File: config.mk
export PLATFORM = sky130hd
export DESIGN_NAME = frame_screen
export DESIGN_NICKNAME = d
export VERILOG_FILES = /design/src/rtl/frame_screen_pkg.sv /design/src/rtl/fs_crc32.sv /design/src/rtl/fs_csum16.sv /design/src/rtl/fs_port_table.sv /design/src/rtl/frame_screen.sv
export SDC_FILE = /design/constraint.sdc
export NUM_CORES = 1
export LEC_CHECK = 0
export BUFFER_PORTS_ARGS = -buffer_cell sky130_fd_sc_hd__buf_2
export CORE_MARGIN = 2
export CORE_UTILIZATION = 23
export CTS_BUF_LIST = sky130_fd_sc_hd__clkbuf_4
export DETAILED_ROUTE_END_ITERATION = 8
export PLACE_DENSITY = 0.39
export SYNTH_ARGS = -nofsm -noshare
export SYNTH_HDL_FRONTEND = slang
export SYNTH_SLANG_ARGS = --single-unit
File: constraint.sdc
create_clock -name clk -period 10.4 [get_ports clk]
set_input_delay 1.04 -clock clk [delete_from_list [all_inputs] [get_ports clk]]
set_output_delay 1.04 -clock clk [all_outputs]
set_load 0.05 [all_outputs]
File: src/rtl/frame_screen_pkg.sv
package frame_screen_pkg;

    typedef enum logic [1:0] {
        CLS_DROP = 2'd0,
        CLS_ARP  = 2'd1,
        CLS_ICMP = 2'd2,
        CLS_UDP  = 2'd3
    } verdict_cls_e;

    localparam logic [15:0] ETH_TYPE_ARP  = 16'h0806;
    localparam logic [15:0] ETH_TYPE_IPV4 = 16'h0800;
    localparam logic [31:0] CRC_POLY_REV  = 32'hEDB88320;
    localparam logic [31:0] CRC_GOOD_REM  = 32'hDEBB20E3;

    // One byte of the reflected CRC32, least significant bit first.
    function automatic logic [31:0] crc_step(input logic [31:0] c_in, input logic [7:0] d);
        logic [31:0] c;
        c = c_in ^ {24'h0, d};
        for (int b = 0; b < 8; b++) begin
            c = c[0] ? ((c >> 1) ^ CRC_POLY_REV) : (c >> 1);
        end
        return c;
    endfunction

    // 16-bit ones'-complement add with end-around carry.
    function automatic logic [15:0] oc_add(input logic [15:0] a, input logic [15:0] b);
        logic [16:0] s;
        s = {1'b0, a} + {1'b0, b};
        return s[15:0] + {15'h0, s[16]};
    endfunction

endpackage

File: src/rtl/fs_crc32.sv
module fs_crc32
    import frame_screen_pkg::*;
(
    input  logic       clk,
    input  logic       rst_n,
    input  logic       restart,
    input  logic       en,
    input  logic [7:0] din,
    output logic       residue_ok
);
    logic [31:0] crc_d, crc_q;
    logic [31:0] seed, stepped;

    always_comb begin
        seed    = restart ? 32'hFFFF_FFFF : crc_q;
        stepped = crc_step(seed, din);
        crc_d   = en ? stepped : crc_q;
    end

    // Residue including the byte presented this cycle.
    assign residue_ok = (stepped == CRC_GOOD_REM);

    always_ff @(posedge clk or negedge rst_n) begin
        if (!rst_n) crc_q <= 32'hFFFF_FFFF;
        else        crc_q <= crc_d;
    end
endmodule

File: src/rtl/fs_csum16.sv
module fs_csum16
    import frame_screen_pkg::*;
(
    input  logic       clk,
    input  logic       rst_n,
    input  logic       clr,
    input  logic       en,
    input  logic       hi_half,
    input  logic [7:0] din,
    output logic       sum_ok
);
    typedef struct packed {
        logic [15:0] acc;
        logic [7:0]  hold;
        logic        pend;
    } sum_st_t;

    sum_st_t s_d, s_q;
    logic [15:0] final_sum;

    always_comb begin
        s_d = s_q;
        if (clr) begin
            s_d = '0;
        end else if (en) begin
            if (hi_half) begin
                s_d.hold = din;
                s_d.pend = 1'b1;
            end else begin
                s_d.acc  = oc_add(s_q.acc, {s_q.hold, din});
                s_d.pend = 1'b0;
            end
        end
        // An odd trailing byte counts as a word with a zero low half.
        final_sum = s_q.pend ? oc_add(s_q.acc, {s_q.hold, 8'h00}) : s_q.acc;
    end

    assign sum_ok = (final_sum == 16'hFFFF);

    always_ff @(posedge clk or negedge rst_n) begin
        if (!rst_n) s_q <= '0;
        else        s_q <= s_d;
    end
endmodule

File: src/rtl/fs_port_table.sv
module fs_port_table #(
    parameter int                       N_CLIENTS  = 8,
    parameter int                       BASE_PORT  = 801,
    parameter logic [16*N_CLIENTS-1:0]  INIT_PORTS = '0,
    localparam int                      IDX_W      = $clog2(N_CLIENTS)
) (
    input  logic             clk,
    input  logic             rst_n,
    input  logic             cfg_we,
    input  logic [IDX_W-1:0] cfg_idx,
    input  logic [15:0]      cfg_port,
    input  logic [15:0]      lookup,
    output logic             hit,
    output logic [IDX_W-1:0] hit_idx
);
    logic [15:0] port_q [N_CLIENTS];
    logic [15:0] port_d [N_CLIENTS];

    for (genvar i = 0; i < N_CLIENTS; i++) begin : g_entry
        localparam logic [15:0] RST_VAL = (INIT_PORTS[16*i +: 16] != 16'h0)
                                          ? INIT_PORTS[16*i +: 16]
                                          : 16'(BASE_PORT + i);
        always_comb begin
            port_d[i] = port_q[i];
            if (cfg_we && (cfg_idx == IDX_W'(i))) port_d[i] = cfg_port;
        end
        always_ff @(posedge clk or negedge rst_n) begin
            if (!rst_n) port_q[i] <= RST_VAL;
            else        port_q[i] <= port_d[i];
        end
    end

    // Scan from the top so the lowest matching index is left standing.
    always_comb begin
        hit     = 1'b0;
        hit_idx = '0;
        for (int i = N_CLIENTS - 1; i >= 0; i--) begin
            if ((port_q[i] != 16'h0) && (port_q[i] == lookup)) begin
                hit     = 1'b1;
                hit_idx = IDX_W'(i);
            end
        end
    end
endmodule

File: src/rtl/frame_screen.sv
module frame_screen
    import frame_screen_pkg::*;
#(
    parameter int                       N_CLIENTS  = 8,
    parameter int                       BASE_PORT  = 801,
    parameter logic [16*N_CLIENTS-1:0]  INIT_PORTS = '0,
    parameter int                       MAX_FRAME  = 1536,
    localparam int                      CLIENT_W   = $clog2(N_CLIENTS)
) (
    input  logic                clk,
    input  logic                rst_n,
    input  logic [7:0]          rx_data,
    input  logic                rx_valid,
    input  logic                rx_sof,
    input  logic                rx_eof,
    input  logic [47:0]         my_mac,
    input  logic [31:0]         my_ip,
    input  logic                cfg_we,
    input  logic [CLIENT_W-1:0] cfg_idx,
    input  logic [15:0]         cfg_port,
    output logic                verdict_vld,
    output logic [1:0]          verdict_class,
    output logic [CLIENT_W-1:0] verdict_client
);
    localparam int POS_W = $clog2(MAX_FRAME + 1) + 1;

    typedef struct packed {
        logic                in_frame;
        logic [POS_W-1:0]    pos;
        logic [7:0]          prev;
        logic                src_mc;
        logic [15:0]         etype;
        logic                arp_ok;
        logic                ip_ok;
        logic                icmp_ok;
        logic [15:0]         ip_len;
        logic [7:0]          proto;
        logic [15:0]         sport;
        logic [15:0]         dport;
        logic [15:0]         ulen;
        logic                vld;
        verdict_cls_e        cls;
        logic [CLIENT_W-1:0] client;
    } scan_st_t;

    scan_st_t s_d, s_q;

    logic             take;
    logic [POS_W-1:0] off;
    int unsigned      off_i, len_i, ipl_i;
    logic [15:0]      cur16;
    logic [7:0]       mac_b, ip_b30, ip_b38;
    logic             hdr_en, pay_en, hi_half;
    logic             crc_ok, hdr_ok, pay_ok;
    logic             port_hit;
    logic [CLIENT_W-1:0] port_idx;
    logic             ip_base, is_arp, is_icmp, is_udp, frame_ok;

    assign take    = rx_valid && (rx_sof || s_q.in_frame);
    assign off     = rx_sof ? '0 : s_q.pos;
    assign off_i   = 32'(off);
    assign cur16   = {s_q.prev, rx_data};
    assign hi_half = ~off[0];
    assign hdr_en  = take && !rx_sof && (off_i >= 14) && (off_i <= 33);
    assign pay_en  = take && !rx_sof && (off_i >= 34) && (off_i < 14 + 32'(s_q.ip_len));

    // Address bytes that the current offset has to match.
    always_comb begin
        mac_b  = 8'h00;
        ip_b30 = 8'h00;
        ip_b38 = 8'h00;
        for (int k = 0; k < 6; k++) begin
            if (off_i == k) mac_b = my_mac[47-8*k -: 8];
        end
        for (int k = 0; k < 4; k++) begin
            if (off_i == 30 + k) ip_b30 = my_ip[31-8*k -: 8];
            if (off_i == 38 + k) ip_b38 = my_ip[31-8*k -: 8];
        end
    end

    fs_crc32 u_crc (
        .clk        (clk),
        .rst_n      (rst_n),
        .restart    (rx_sof),
        .en         (take),
        .din        (rx_data),
        .residue_ok (crc_ok)
    );

    fs_csum16 u_hdr_sum (
        .clk     (clk),
        .rst_n   (rst_n),
        .clr     (take && rx_sof),
        .en      (hdr_en),
        .hi_half (hi_half),
        .din     (rx_data),
        .sum_ok  (hdr_ok)
    );

    fs_csum16 u_pay_sum (
        .clk     (clk),
        .rst_n   (rst_n),
        .clr     (take && rx_sof),
        .en      (pay_en),
        .hi_half (hi_half),
        .din     (rx_data),
        .sum_ok  (pay_ok)
    );

    fs_port_table #(
        .N_CLIENTS  (N_CLIENTS),
        .BASE_PORT  (BASE_PORT),
        .INIT_PORTS (INIT_PORTS)
    ) u_ports (
        .clk      (clk),
        .rst_n    (rst_n),
        .cfg_we   (cfg_we),
        .cfg_idx  (cfg_idx),
        .cfg_port (cfg_port),
        .lookup   (s_q.dport),
        .hit      (port_hit),
        .hit_idx  (port_idx)
    );

    always_comb begin
        s_d        = s_q;
        s_d.vld    = 1'b0;
        s_d.cls    = CLS_DROP;
        s_d.client = '0;
        len_i      = off_i + 1;
        ipl_i      = 0;
        ip_base    = 1'b0;
        is_arp     = 1'b0;
        is_icmp    = 1'b0;
        is_udp     = 1'b0;
        frame_ok   = 1'b0;

        if (take) begin
            if (rx_sof) begin
                s_d.src_mc  = 1'b0;
                s_d.etype   = '0;
                s_d.arp_ok  = 1'b1;
                s_d.ip_ok   = 1'b1;
                s_d.icmp_ok = 1'b1;
                s_d.ip_len  = '0;
                s_d.proto   = '0;
                s_d.sport   = '0;
                s_d.dport   = '0;
                s_d.ulen    = '0;
            end
            s_d.in_frame = !rx_eof;
            s_d.pos      = (&off) ? off : off + 1'b1;
            s_d.prev     = rx_data;

            if (off_i < 6 && rx_data != mac_b)                   s_d.ip_ok  = 1'b0;
            if (off_i >= 30 && off_i <= 33 && rx_data != ip_b30) s_d.ip_ok  = 1'b0;
            if (off_i >= 38 && off_i <= 41 && rx_data != ip_b38) s_d.arp_ok = 1'b0;

            case (off_i)
                6:  s_d.src_mc = rx_data[0];
                13: s_d.etype  = cur16;
                14: if (rx_data != 8'h45) s_d.ip_ok = 1'b0;
                15: if (cur16 != 16'h0001) s_d.arp_ok = 1'b0;
                17: begin
                    s_d.ip_len = cur16;
                    if (cur16 != ETH_TYPE_IPV4) s_d.arp_ok = 1'b0;
                end
                18: if (rx_data != 8'd6) s_d.arp_ok = 1'b0;
                19: if (rx_data != 8'd4) s_d.arp_ok = 1'b0;
                21: begin
                    if (cur16 != 16'h0001) s_d.arp_ok = 1'b0;
                    if (s_q.prev[5:0] != 6'h0 || rx_data != 8'h00) s_d.ip_ok = 1'b0;
                end
                22: if (rx_data == 8'h00) s_d.ip_ok = 1'b0;
                23: s_d.proto = rx_data;
                34: if (rx_data != 8'd8) s_d.icmp_ok = 1'b0;
                35: begin
                    s_d.sport = cur16;
                    if (rx_data != 8'd0) s_d.icmp_ok = 1'b0;
                end
                37: s_d.dport = cur16;
                39: s_d.ulen  = cur16;
                default: ;
            endcase

            if (rx_eof) begin
                ipl_i    = 32'(s_d.ip_len);
                frame_ok = crc_ok && !s_d.src_mc && (len_i <= MAX_FRAME);
                is_arp   = (s_d.etype == ETH_TYPE_ARP) && s_d.arp_ok && (len_i >= 46);
                ip_base  = (s_d.etype == ETH_TYPE_IPV4) && s_d.ip_ok && hdr_ok &&
                           (ipl_i >= 20) && (ipl_i + 18 <= len_i);
                is_icmp  = ip_base && (s_d.proto == 8'd1) && (ipl_i >= 28) &&
                           s_d.icmp_ok && pay_ok;
                is_udp   = ip_base && (s_d.proto == 8'd17) && (ipl_i >= 28) &&
                           (s_d.sport >= 16'd1024) && port_hit &&
                           (32'(s_d.ulen) <= ipl_i - 20);
                s_d.vld  = 1'b1;
                if (frame_ok) begin
                    if (is_arp) begin
                        s_d.cls = CLS_ARP;
                    end else if (is_icmp) begin
                        s_d.cls = CLS_ICMP;
                    end else if (is_udp) begin
                        s_d.cls    = CLS_UDP;
                        s_d.client = port_idx;
                    end
                end
            end
        end
    end

    always_ff @(posedge clk or negedge rst_n) begin
        if (!rst_n) begin
            s_q     <= '0;
            s_q.cls <= CLS_DROP;
        end else begin
            s_q <= s_d;
        end
    end

    assign verdict_vld    = s_q.vld;
    assign verdict_class  = s_q.cls;
    assign verdict_client = s_q.client;
endmodule

### Yosys cells after proc, flatten, opt, wreduce, memory -nomap -nowiden

Cells that the tools add are included.

* add/sub/neg operators: 13
* magnitude comparators: 15
* equal/unequal tests: 58
* mux-type cells: 91
* bitwise logic cells: 9
* reduce and logical (&&, ||, !) cells: 74

Operators by type and width (count)
* $mux 32: 9
* $mux 16: 13
* $mux 8: 17
* $eq 16x16->1: 8
* $reduce_bool 16->1: 8
* $not 13->14: 8
* $eq 12x6->1 const B: 9
* $mux 25: 4
* $eq 12x5->1 const B: 8
* $mux 92: 1
* $add 16x16->17: 4
* $add 16x1->16: 4
* $logic_and 1x1->1: 45
* $eq 12x3->1 const B: 3
* $eq 12x4->1 const B: 3
* $eq 16x12->1 const B: 2
* $eq 16x16->1 const B: 2
* $eq 32x32->1 const B: 1
* $ge 16x5->1 const B: 2
* $le 16x32->1: 1
* $logic_not 32->1: 1
* $xor 32x8->32: 1
* $mux 3: 10
* $mux 1: 26
* 46 further kinds: 70

* flip-flop bits (word level): 329
* bits of input ports: 113
* output and inout bits: 6

### Logic depth before layout (Yosys ltp)

Gate-level depths: netlist of the first run.

* depth after elaboration: 30
* depth in mapped cells: 29
* mapped depth without buffers: 23

### By module

Synthesis of the first run repeated with hierarchy kept, for this count alone.

* cell total of the unflattened synthesis: 2688
* area, all modules: 24504.8 um^2

Modules (own cells, without submodules)
* frame_screen: times used 1, cells each 1187, area each 9409.0 um^2
* fs_port_table: times used 1, cells each 522, area each 6734.0 um^2
* fs_crc32: times used 1, cells each 360, area each 3248.1 um^2
* fs_csum16 at u_hdr_sum: times used 1, cells each 331, area each 2663.8 um^2
* fs_csum16 at u_pay_sum: times used 1, cells each 288, area each 2449.8 um^2

### Worst setup path after synthesis of the first run

No wires, ideal clock.

* path type: input to register
* start point: in rx_sof
* end point: reg s_q, in the netlist verdict_client[2]
* setup time: 0.095 ns
* arrival time: 6.417 ns
* required time: 10.305 ns
* slack: 3.888 ns
* stages on the path: 29
* path buffers: 7
* path through: buf_4 buf_2 buf_2 nor2b_1 ha_1 clkbuf_1 nand4_1 nor2_1 buf_2 buf_1 clkbuf_1 nor3_1 a21oi_1 inv_1 ha_1 a21oi_1 nor2_1 a22oi_1 a21boi_0 ha_1 a21o_1 a21oi_1 o21ai_0 a221oi_1 a31o_2 o2111ai_1 nor4_4 nand4_2 nor4b_2

RTL lines
* from (decl): line frame_screen.sv:14 `input logic rx_sof,`
* to (decl): line frame_screen.sv:46 `scan_st_t s_d, s_q;`

==> summary.md, run 1 <==
| Metric | Value |
|---|---|
| Die X | 322 um |
| Post-cts sizing count | 0 |
| Setup Skew | 0.0925 ns |
| Sequential share of the synthesized area | 34.7% |
| Reg-to-reg slack, setup | 4.17 ns |
| Share of layout cells above drive strength 1 | 21.8% |
| Detailed Routing Iterations Pass 1 | 5 |
| Num CTS Buffers | 102 |
| Worst-Skew Late Latency | 0.90 ns |
| R2r startpoint | s_q[106] |
| Pre-CTS setup slack | 3.49 ns |
| Number of synthesized flops with an enable pin | 0 |
| Slack of the critical path | 4.17 ns |
| H-tree depth | 3 |
| DRT Wirelength | 85900 um |
| Tmin final | 6.23 ns |
| Detailed-route DRC error count | 0 |
| IO Pins | 119 |
| CP Capture Type | flip-flop |
| RSZ-0062 raised after global routing | false |
| Post-DP HPWL | 58800 um |
| Residual overflow from global routing | 0 |
| Final Cycle Share | 59.9% |
| Setup violations, final | 0 |
| First-pass GRT wire length | 131000 um |
| Vias/cell | 5.04 |
| Crit path launch | s_q[106] |
| Postcts setup bufs | 0 |
| Maximum clock frequency | 161 MHz |
| R2R depth | 19 |
| Worst IR Drop VDD | 0.0000752 V |
| Netlist cell types | 101 |
| Worst EP required | 11.16 ns |
| Final slew viol count | 0 |
| Yosys top cell area share | 26.9% |
| Core area | 100000 um^2 |
| IO Port Bufs | 118 |
| Max_cap viols | 0 |
| Synth Flop Type | dfrtp_1 |
| Die area | 104000 um^2 |
| Chip Height | 322 um |
| Synth area leader | dfrtp_1 |
| Syn Std Cell Area | 23300 um^2 |
| CTS tree | built |
| Most frequent cell after synthesis | nand2_1 |
| Clock transition at the registers of the reported paths | 0.07 ns |
| Tot GR Track Use | 16.4% |
| Synth top cells by count | nand2_1, dfrtp_1, xnor2_1, nor2_1, o21ai_0 |
| Wire per inst | 21.2 um |
| Syn Area/Cell | 8.99 um^2 |
| Post-synth ARST share | 100% |
| Synth area leaders | dfrtp_1, xnor2_1, dfstp_2 |
| Max clock buf depth | 3 |
| NumNets Final | 2880 |
| Syn_nets | 2796 |
| Routed via count | 20500 |
| Final hold viol count | 0 |
| Hold Path Class | in2async |
| P&R area growth vs syn | 14.1% |
| Fin util | 26.5% |
| Initial core utilization | 23.2% |
| Pwr dens | 179 nW/um^2 |
| Worst reg2reg path endpoint | verdict_client[0] |
| GPL Wtd Cong | 0.855 |
| Final ANT Viol Nets | 0 |
| Outcome | finished clean |
| CTS Hold Buffers Added | 0 |
| Worst setup path endpoint | verdict_client[0] |
| Critical path startpoint category | flip-flop |
| Largest net degree at the start of global routing | 178 |
| CP max FO | 36 |
| Antenna violations before repair | 4 |
| Worst rel slew slack | 13.6% |
| Leak | 10.9 nW |
| Setup CP Type | reg2reg |
| Clk root buf | clkbuf_4 |
| Least-Margin Pin Slew | 1.29 ns |
| # rows | 116 |
| Post-Syn Instances | 2590 |
| Arr. time, crit path | 6.98 ns |
| Iter 0 DRT Violations | 1424 |
| Setup tns final | 0 ns |
| Vias in the first global route | 20900 |
| Flops & latches, synth | 319 |
| CTS sink cnt | 319 |
| Number of synthesis warnings | 0 |
==> flip-flops by register name, indices dropped and copies added, names as in the netlist <==
| name | cells |
|---|---|
| verdict_class | 2 |
| cur16 | 8 |
| u_crc.crc_q | 32 |
| u_ports.port_q | 128 |
| u_pay_sum.s_q | 25 |
| s_q | 95 |
| verdict_vld | 1 |
| u_hdr_sum.s_q | 25 |
| verdict_client | 3 |
==> cell type report <==
class / count / area, um^2
well taps: 1298 / 1620
clock inverters: 26 / 164
multi-input cells: 2058 / 14400
repair buffers: 162 / 958
inverters: 31 / 116
clock buffers: 163 / 1220
diodes: 3 / 7.51
fillers: 10800 / 73600
flip-flops and latches: 319 / 8070
==> metrics by stage <==
stage	std cells	area, um^2	hold slack (ns)	total power, mW
2_1_floorplan	2590	23300	0.442	2.90
3_3_place_gp	3868	25200	0.454	3.38
3_5_place_dp	3868	25200	0.458	3.39
4_1_cts	4057	26600	0.139	4.82
5_1_grt	4060	26600	0.196	5.07
6_report	4060	26600	0.182	4.74
==> report_power, final <==
group | switching [mW] | internal, mW
registers | 0.257 | 1.52
clock network | 0.648 | 0.720
logic | 0.900 | 0.699
total | 1.81 | 2.94
==> worst min-delay path by stage <==
stage	start	end	slack, ns
floorplan	s_q[58]	s_q[58]	0.44
global placement	u_crc.crc_q[19]	u_crc.crc_q[19]	0.45
detailed placement	u_crc.crc_q[19]	u_crc.crc_q[19]	0.46
CTS	rst_n	s_q[115]	0.14
global route	rst_n	s_q[115]	0.20
finish	rst_n	s_q[66]	0.18
==> worst max-delay path, cell delays in order, from the launching register on <==
cell	delay [ns]
dfrtp_1	0.68
nor2b_1	0.44
ha_1	0.26
buf_4	0.35
and2_1	0.55
a31oi_1	0.48
a32oi_2	0.59
and2_1	0.29
o21ai_1	0.20
nor2_1	0.20
xor2_1	0.18
ha_1	0.28
a21oi_1	0.16
nor2b_1	0.06
o21ai_0	0.16
nand2b_1	0.07
a211oi_1	0.24
o21ai_0	0.16
a211o_1	0.39
a2111oi_2	0.35
==> metal layers <==
metal	global-route usage, %	share of wire, %
met5	0	0.015
met4	5.42	2.9
met3	2.45	4.4
met2	27.5	47
met1	21.6	45
==> layout by cell type (no fill, tap or decap), types with 102 or more instances in the layout <==
cell	instances
a21oi_1	122
buf_2	116
nand2_1	299
nor2_1	171
o21ai_0	172
clkbuf_4	163
xor2_1	102
xnor2_1	218
mux2_2	145
dfrtp_1	250
==> cells by family (layout without fill, tap and decap cells) <==
kind of cell / count (synthesis) / count (layout) / synth area share (%)
fa+ha+maj: 95 / 95 / 5.21
mux: 172 / 172 / 8.18
buf+inv: 213 / 382 / 3.73
simple gates: 908 / 908 / 19.6
other cells: 0 / 3 / 0
xor+xnor: 337 / 337 / 13.6
compound gates: 546 / 546 / 15.0
flops: 319 / 319 / 34.7
(Power assumes the default switching activity.)
==> inputs of run 2 (changes only) <==
Clock period 10.4 ns to 6.5 ns, I/O delays scaled along.
==> summary.md, run 2 (same netlist as run 1, synthesis figures left out) <==
| Metric | Value |
|---|---|
| Fillers | 10800 (about the same) |
| Worst rel slew slack | 14.4% (was 13.6%) |
| IO Port Bufs | 118 (unchanged) |
| Initial core utilization | 23.2% (unchanged) |
| Vias/cell | 4.98 (was 5.04) |
| P&R area growth vs syn | 14.1% (about the same) |
| Tot GR Track Use | 16.4% (about the same) |
| DRT Wirelength | 85600 um (was 85900 um) |
| Num CTS Buffers | 101 (was 102) |
| Commonest non-fill, non-tap cell in the layout | nand2_1 (unchanged) |
| Setup violations, final | 0 (unchanged) |
| Final Cycle Share | 87.2% (was 59.9%) |
| Least-Margin Pin Slew | 1.28 ns (was 1.29 ns) |
| Vias in the first global route | 20700 (was 20900) |
| CP Capture Type | flip-flop (unchanged) |
| Final slew viol count | 0 (unchanged) |
| GPL Wtd Cong | 0.885 (was 0.855) |
| NumNets Final | 2888 (was 2880) |
| Core area | 100000 um^2 (unchanged) |
| Share of layout cells above drive strength 1 | 21.5% (was 21.8%) |
| Register area | 8070 um^2 (unchanged) |
| CTS sink cnt | 319 (unchanged) |
| CTS tree | built (unchanged) |
| Residual overflow from global routing | 0 (unchanged) |
| Maximum clock frequency | 177 MHz (was 161 MHz) |
| Post-DP HPWL | 59000 um (was 58800 um) |
| Final ANT Viol Nets | 0 (unchanged) |
| Max clock buf depth | 3 (unchanged) |
| Commonest cells after routing, fill and taps aside | nand2_1, dfrtp_1, xnor2_1 (unchanged) |
| Most used cell, CP | a21oi_1 |
| Most flop-heavy register | u_ports.port_q (unchanged) |
| Slowest-stage cell, CP | nor3_1 (was dfrtp_1) |
| Chip Height | 322 um (unchanged) |
| Clock transition at the registers of the reported paths | 0.06 ns (was 0.07 ns) |
| # rows | 116 (unchanged) |
| Worst-Skew Late Latency | 0.93 ns (was 0.90 ns) |
| Iter 0 DRT Violations | 1505 (was 1424) |
| Worst path max stage delay | 0.57 ns (was 0.68 ns) |
| Area of the multi-input gates | 14400 um^2 (unchanged) |
| First-pass GRT wire length | 130000 um (was 131000 um) |
| Critical path startpoint category | flip-flop (unchanged) |
| Final hold viol count | 0 (unchanged) |
| Hold Path Class | in2reg (was in2async) |
| Pwr dens | 282 nW/um^2 (was 179 nW/um^2) |
| Die area | 104000 um^2 (unchanged) |
| Crit path cell chain | nor3_1 > nand4_1 > nor2_2 > nor3b_1 > a21oi_1 > inv_1 > ha_1 > a21oi_1 > nor2_1 > xnor2_1 > ha_1 > a21o_1 > a21o_1 > a21oi_1 > o21ai_0 > a221oi_1 > a31o_2 > o2111ai_1 > nor4_4 > nand4_2 > nor4b_2 (was nor2b_1 > ha_1 > buf_4 > and2_1 > a31oi_1 > a32oi_2 > and2_1 > o21ai_1 > nor2_1 > xor2_1 > ha_1 > a21oi_1 > nor2b_1 > o21ai_0 > nand2b_1 > a211oi_1 > o21ai_0 > a211o_1 > a2111oi_2) |
| Pre-CTS setup slack | 0.725 ns (was 3.49 ns) |
| Worst IR Drop VDD | 0.000125 V (was 0.0000752 V) |
| IO Pins | 119 (unchanged) |
| Reg-to-reg slack, setup | 0.83 ns (was 4.17 ns) |
| Die X | 322 um (unchanged) |
| Max FFs per register | 128 (unchanged) |
| Tmin final | 5.67 ns (was 6.23 ns) |
| Arr. time, crit path | 6.44 ns (was 6.98 ns) |
| Setup Skew | 0.0877 ns (was 0.0925 ns) |
| CP max FO | 9 (was 36) |
| Antenna violations before repair | 4 (unchanged) |
| RSZ-0062 raised after global routing | false (unchanged) |
| H-tree depth | 3 (unchanged) |
| CP delay by family, top | simple AND/OR/NAND/NOR gates (was compound AO/OA/AOI/OAI gates) |
| Pwr Total | 7.49 mW (was 4.74 mW) |
| Max_cap viols | 0 (unchanged) |
| Outcome | finished clean (unchanged) |
| CP Buf/Inv Count | 1 (unchanged) |
| Detailed-route DRC error count | 0 (unchanged) |
| Post-cts sizing count | 0 (unchanged) |
| Setup tns final | 0 ns (unchanged) |
| Setup CP Type | reg2reg (unchanged) |
| Biggest regs | u_ports.port_q: 128 flops, s_q: 95 flops, u_crc.crc_q: 32 flops (unchanged) |
| Leak | 10.8 nW (was 10.9 nW) |
| Slack of the critical path | 0.835 ns (was 4.17 ns) |
| Clk root buf | clkbuf_4 (unchanged) |
| Worst EP required | 7.27 ns (was 11.16 ns) |
| Routed via count | 20200 (was 20500) |
| Detailed Routing Iterations Pass 1 | 5 (unchanged) |
| Largest net degree at the start of global routing | 180 (was 178) |
| Wire per inst | 21.1 um (was 21.2 um) |
==> run 2: cell count changes in the layout (fill, tap and decap cells not counted) <==
cell / before / now
clkinv_2: 3 / 2
buf_2: 116 / 117
buf_4: 43 / 49
inv_6: 1 / 3
inv_8: 2 / 1
clkinv_1: 16 / 30
dlygate4sd3_1: 0 / 2
inv_12: 1 / 0
clkbuf_4: 163 / 151
diode_2: 3 / 1
clkinv_8: 2 / 1
==> run 2: final timing paths <==
path / endpoint / cells after the start / from
min in group asynchronous: s_q[117] / 2 / rst_n
setup reg to reg: verdict_client[2] / 21 / s_q[117]
setup / recovery: verdict_client[2] / 21 / s_q[117]
hold / removal: u_hdr_sum.s_q[4] / 3 / rx_data[3]
max in group asynchronous: s_q[85] / 3 / rst_n
hold reg to reg: u_crc.crc_q[19] / 2 / u_crc.crc_q[19]
==> run 2: layer usage <==
| metal | routed length [um] | track usage [%] | vias up |
|---|---|---|---|
| met5 | 13 | 0 | - |
| met4 | 2020 | 4.67 | 2 |
| met3 | 4000 | 2.85 | 134 |
| met2 | 40900 | 27.7 | 492 |
| met1 | 38700 | 21.3 | 10000 |
| li1 | - | - | 9595 |
==> run 2: stage by stage <==
| step | cell area (um^2) | instances | hold slack, ns | utilization [%] |
|---|---|---|---|---|
| finish | 26600 | 4067 | 0.146 | 26.5 |
| global route | 26600 | 4067 | 0.0867 | 26.5 |
| CTS | 26600 | 4066 | 0.0386 | 26.5 |
| detailed placement | 25200 | 3875 | 0.455 | 25.2 |
| global placement | 25200 | 3874 | 0.456 | 25.2 |
| floorplan | 23300 | 2590 | 0.354 | - |
==> run 2: area by class of cell <==
cell class	instances	share of cell area, %
inverter	31	0.438
timing repair buffer	171	3.87
clock buffer	151	4.27
clock inverter	38	0.697
tap	1298	6.12
multi-input combinational	2058	54.2
sequential	319	30.4
antenna	1	0.00942
==> run 2: worst min-delay path: cells and delay by family <==
family / cells / cell delay (ns)
AO/OA/AOI/OAI: 1 / 0.07
AND/OR/NAND/NOR: 1 / 0.09
buffers and inverters: 1 / 0.21
==> run 2: report_power, final <==
group	leakage (nW)	switching [mW]	total [mW]	internal (mW)
Clock	0.780	1.02	2.10	1.07
Combinational	6.08	1.45	2.58	1.13
Sequential	3.98	0.376	2.80	2.43
Total	10.8	2.85	7.49	4.63
==> run 2: repair_timing <==
action	4_1_cts	5_1_grt
setup endpoints to repair	0	0
endpoints found under the hold margin	71	0
buffers inserted	0	0
hold buffers	2	0
==> inputs of run 3 (changes only) <==
Settings changed: CORE_UTILIZATION 23 to 55, PLACE_DENSITY 0.39 to 0.75.
==> summary.md, run 3 (same netlist as run 1, synthesis figures left out) <==
| Metric | Value |
|---|---|
| Outcome | finished clean (unchanged) |
| Wire per inst | 22.5 um (was 21.1 um) |
| Setup tns final | 0 ns (unchanged) |
| # rows | 75 (was 116) |
| Grt met3 use | 7.24% (was 2.85%) |
| Max_cap viols | 0 (unchanged) |
| Final hold viol count | 0 (unchanged) |
| Commonest non-fill, non-tap cell in the layout | nand2_1 (unchanged) |
| Area after DPL | 24100 um^2 (was 25200 um^2) |
| Antenna violations before repair | 1 (was 4) |
| Sequential share of power | 38.9% (was 37.5%) |
| Clock transition at the registers of the reported paths | 0.07 ns (was 0.06 ns) |
| Chip Height | 210 um (was 322 um) |
| NumNets Final | 2857 (was 2888) |
| Residual overflow from global routing | 0 (unchanged) |
| Worst EP required | 7.28 ns (was 7.27 ns) |
| Sw power | 2.75 mW (was 2.85 mW) |
| Die X | 210 um (was 322 um) |
| Critical path startpoint category | flip-flop (unchanged) |
| P&R area growth vs syn | 8.59% (was 14.1%) |
| Max clock buf depth | 3 (unchanged) |
| Hold Path Class | in2reg (unchanged) |
| GPL Wtd Cong | 0.964 (was 0.885) |
| Largest net degree at the start of global routing | 132 (was 180) |
| Combinational Power Share | 34.8% (was 34.5%) |
| CP max FO | 18 (was 9) |
| Clk root buf | clkbuf_4 (unchanged) |
| Routed via count | 20900 (was 20200) |
| Fin util | 60.4% (was 26.5%) |
| Leak | 10.6 nW (was 10.8 nW) |
| Biggest regs | u_ports.port_q: 128 flops, s_q: 95 flops, u_crc.crc_q: 32 flops (unchanged) |
| Least-Margin Pin Slew | 1.27 ns (was 1.28 ns) |
| Postcts setup bufs | 0 (unchanged) |
| RSZ-0062 raised after global routing | false (unchanged) |
| Vias/cell | 6.39 (was 4.98) |
| Switching share of power | 37.8% (was 38.1%) |
| Share of layout cells above drive strength 1 | 20.3% (was 21.5%) |
| Pwr dens | 287 nW/um^2 (was 282 nW/um^2) |
| GRT busiest layer | met2 (unchanged) |
| M2 GR Usage | 53.9% (was 27.7%) |
| Arr. time, crit path | 6.40 ns (was 6.44 ns) |
| Setup Skew | 0.0781 ns (was 0.0877 ns) |
| Num CTS Buffers | 89 (was 101) |
| Setup CP Type | reg2reg (unchanged) |
| Final Cycle Share | 86.5% (was 87.2%) |
| Fin cells | 3262 (was 4067) |
| Int Pwr | 4.51 mW (was 4.63 mW) |
| IO Pins | 119 (unchanged) |
| Core area | 41900 um^2 (was 100000 um^2) |
| CTS tree | built (unchanged) |
| GR Util met1 | 43.5% (was 21.3%) |
| Initial core utilization | 55.6% (was 23.2%) |
| Worst-Skew Late Latency | 0.86 ns (was 0.93 ns) |
| Worst rel slew slack | 15.0% (was 14.4%) |
| Final slew viol count | 0 (unchanged) |
| Final ANT Viol Nets | 0 (unchanged) |
| Maximum clock frequency | 178 MHz (was 177 MHz) |
| Setup violations, final | 0 (unchanged) |
| Most flop-heavy register | u_ports.port_q (unchanged) |
| Max FFs per register | 128 (unchanged) |
| Post-Place Cells | 3098 (was 3875) |
| IO Port Bufs | 118 (unchanged) |
| Detailed Routing Iterations Pass 1 | 8 (was 5) |
| CP Capture Type | flip-flop (unchanged) |
| Die area | 44000 um^2 (was 104000 um^2) |
| Worst hold slack | 0.166 ns (was 0.146 ns) |
| H-tree depth | 3 (unchanged) |
| Iter 0 DRT Violations | 2168 (was 1505) |
| Clk pwr share | 26.4% (was 28.0%) |
| Commonest cells after routing, fill and taps aside | nand2_1, dfrtp_1, xnor2_1 (unchanged) |
| Worst IR Drop VDD | 0.000324 V (was 0.000125 V) |
| Post-Layout Inst Area | 25300 um^2 (was 26600 um^2) |
| Tmin final | 5.62 ns (was 5.67 ns) |
| DRT Wirelength | 73300 um (was 85600 um) |
| Tot GR Track Use | 33.5% (was 16.4%) |
| CTS sink cnt | 319 (unchanged) |
| Post-DP HPWL | 50700 um (was 59000 um) |
| Vias in the first global route | 20700 (about the same) |
| Detailed-route DRC error count | 0 (unchanged) |
| First-pass GRT wire length | 116000 um (was 130000 um) |
## run 3: per-layer routing
metal / up-vias / routed length [um]
met5: - / 0
met4: 0 / 3030
met3: 230 / 6080
met2: 1006 / 34000
met1: 10100 / 30100
li1: 9495 / -
## run 3: final cells by class
cell class / count / area (um^2)
timing repair buffer: 152 / 873
clock inverter: 39 / 230
inverter: 31 / 116
fill: 3628 / 16600
clock buffer: 123 / 923
sequential: 319 / 8070
antenna: 1 / 2.50
tap: 539 / 674
multi-input combinational: 2058 / 14400
## run 3: worst paths after layout
path	start	endpoint	slack, ns	depth (start not counted)
min reg2reg	u_crc.crc_q[19]	u_crc.crc_q[19]	0.46	2
min	rx_eof	verdict_vld	0.17	2
max reg2reg	s_q[107]	verdict_client[2]	0.88	22
max	s_q[107]	verdict_client[2]	0.88	22
min in group asynchronous	rst_n	u_hdr_sum.s_q[23]	0.47	2
max in group asynchronous	rst_n	u_pay_sum.s_q[13]	4.44	3
## run 3: power by group through the flow
| stage | clock network, mW | registers, mW | logic [mW] |
|---|---|---|---|
| global placement | 0 | 2.82 | 2.41 |
| global route | 2.05 | 2.86 | 2.75 |
| floorplan | 0 | 2.68 | 1.96 |
| detailed placement | 0 | 2.84 | 2.47 |
| finish | 1.91 | 2.82 | 2.52 |
| CTS | 1.95 | 2.81 | 2.49 |
## run 3: stage by stage
step	setup slack [ns]	power [mW]
after CTS	1.01	7.25
after global placement	0.995	5.23
after global routing	0.343	7.67
after detailed placement	0.746	5.31
final	0.876	7.26
after floorplan	0.378	4.65
## run 3: timing repair
action                    CTS  global route
hold endpoints to repair   89             0
hold buffers                1             0
resized for setup           0             0
## run 3: worst max-delay path, stage by stage (launching register included)
cell	delay (ns)
dfrtp_1	0.59
nand2_1	0.25
ha_1	0.21
nand4_1	0.29
nor2_2	0.44
nor3_1	0.09
a21oi_1	0.26
inv_1	0.15
ha_1	0.27
a21oi_1	0.15
nor2_1	0.06
a22oi_1	0.35
a21boi_0	0.28
ha_1	0.29
a21o_1	0.17
a21oi_1	0.14
o21ai_0	0.12
a221oi_1	0.27
a31o_2	0.17
o2111ai_1	0.16
nor4_4	0.30
nand4_2	0.24
nor4b_2	0.33
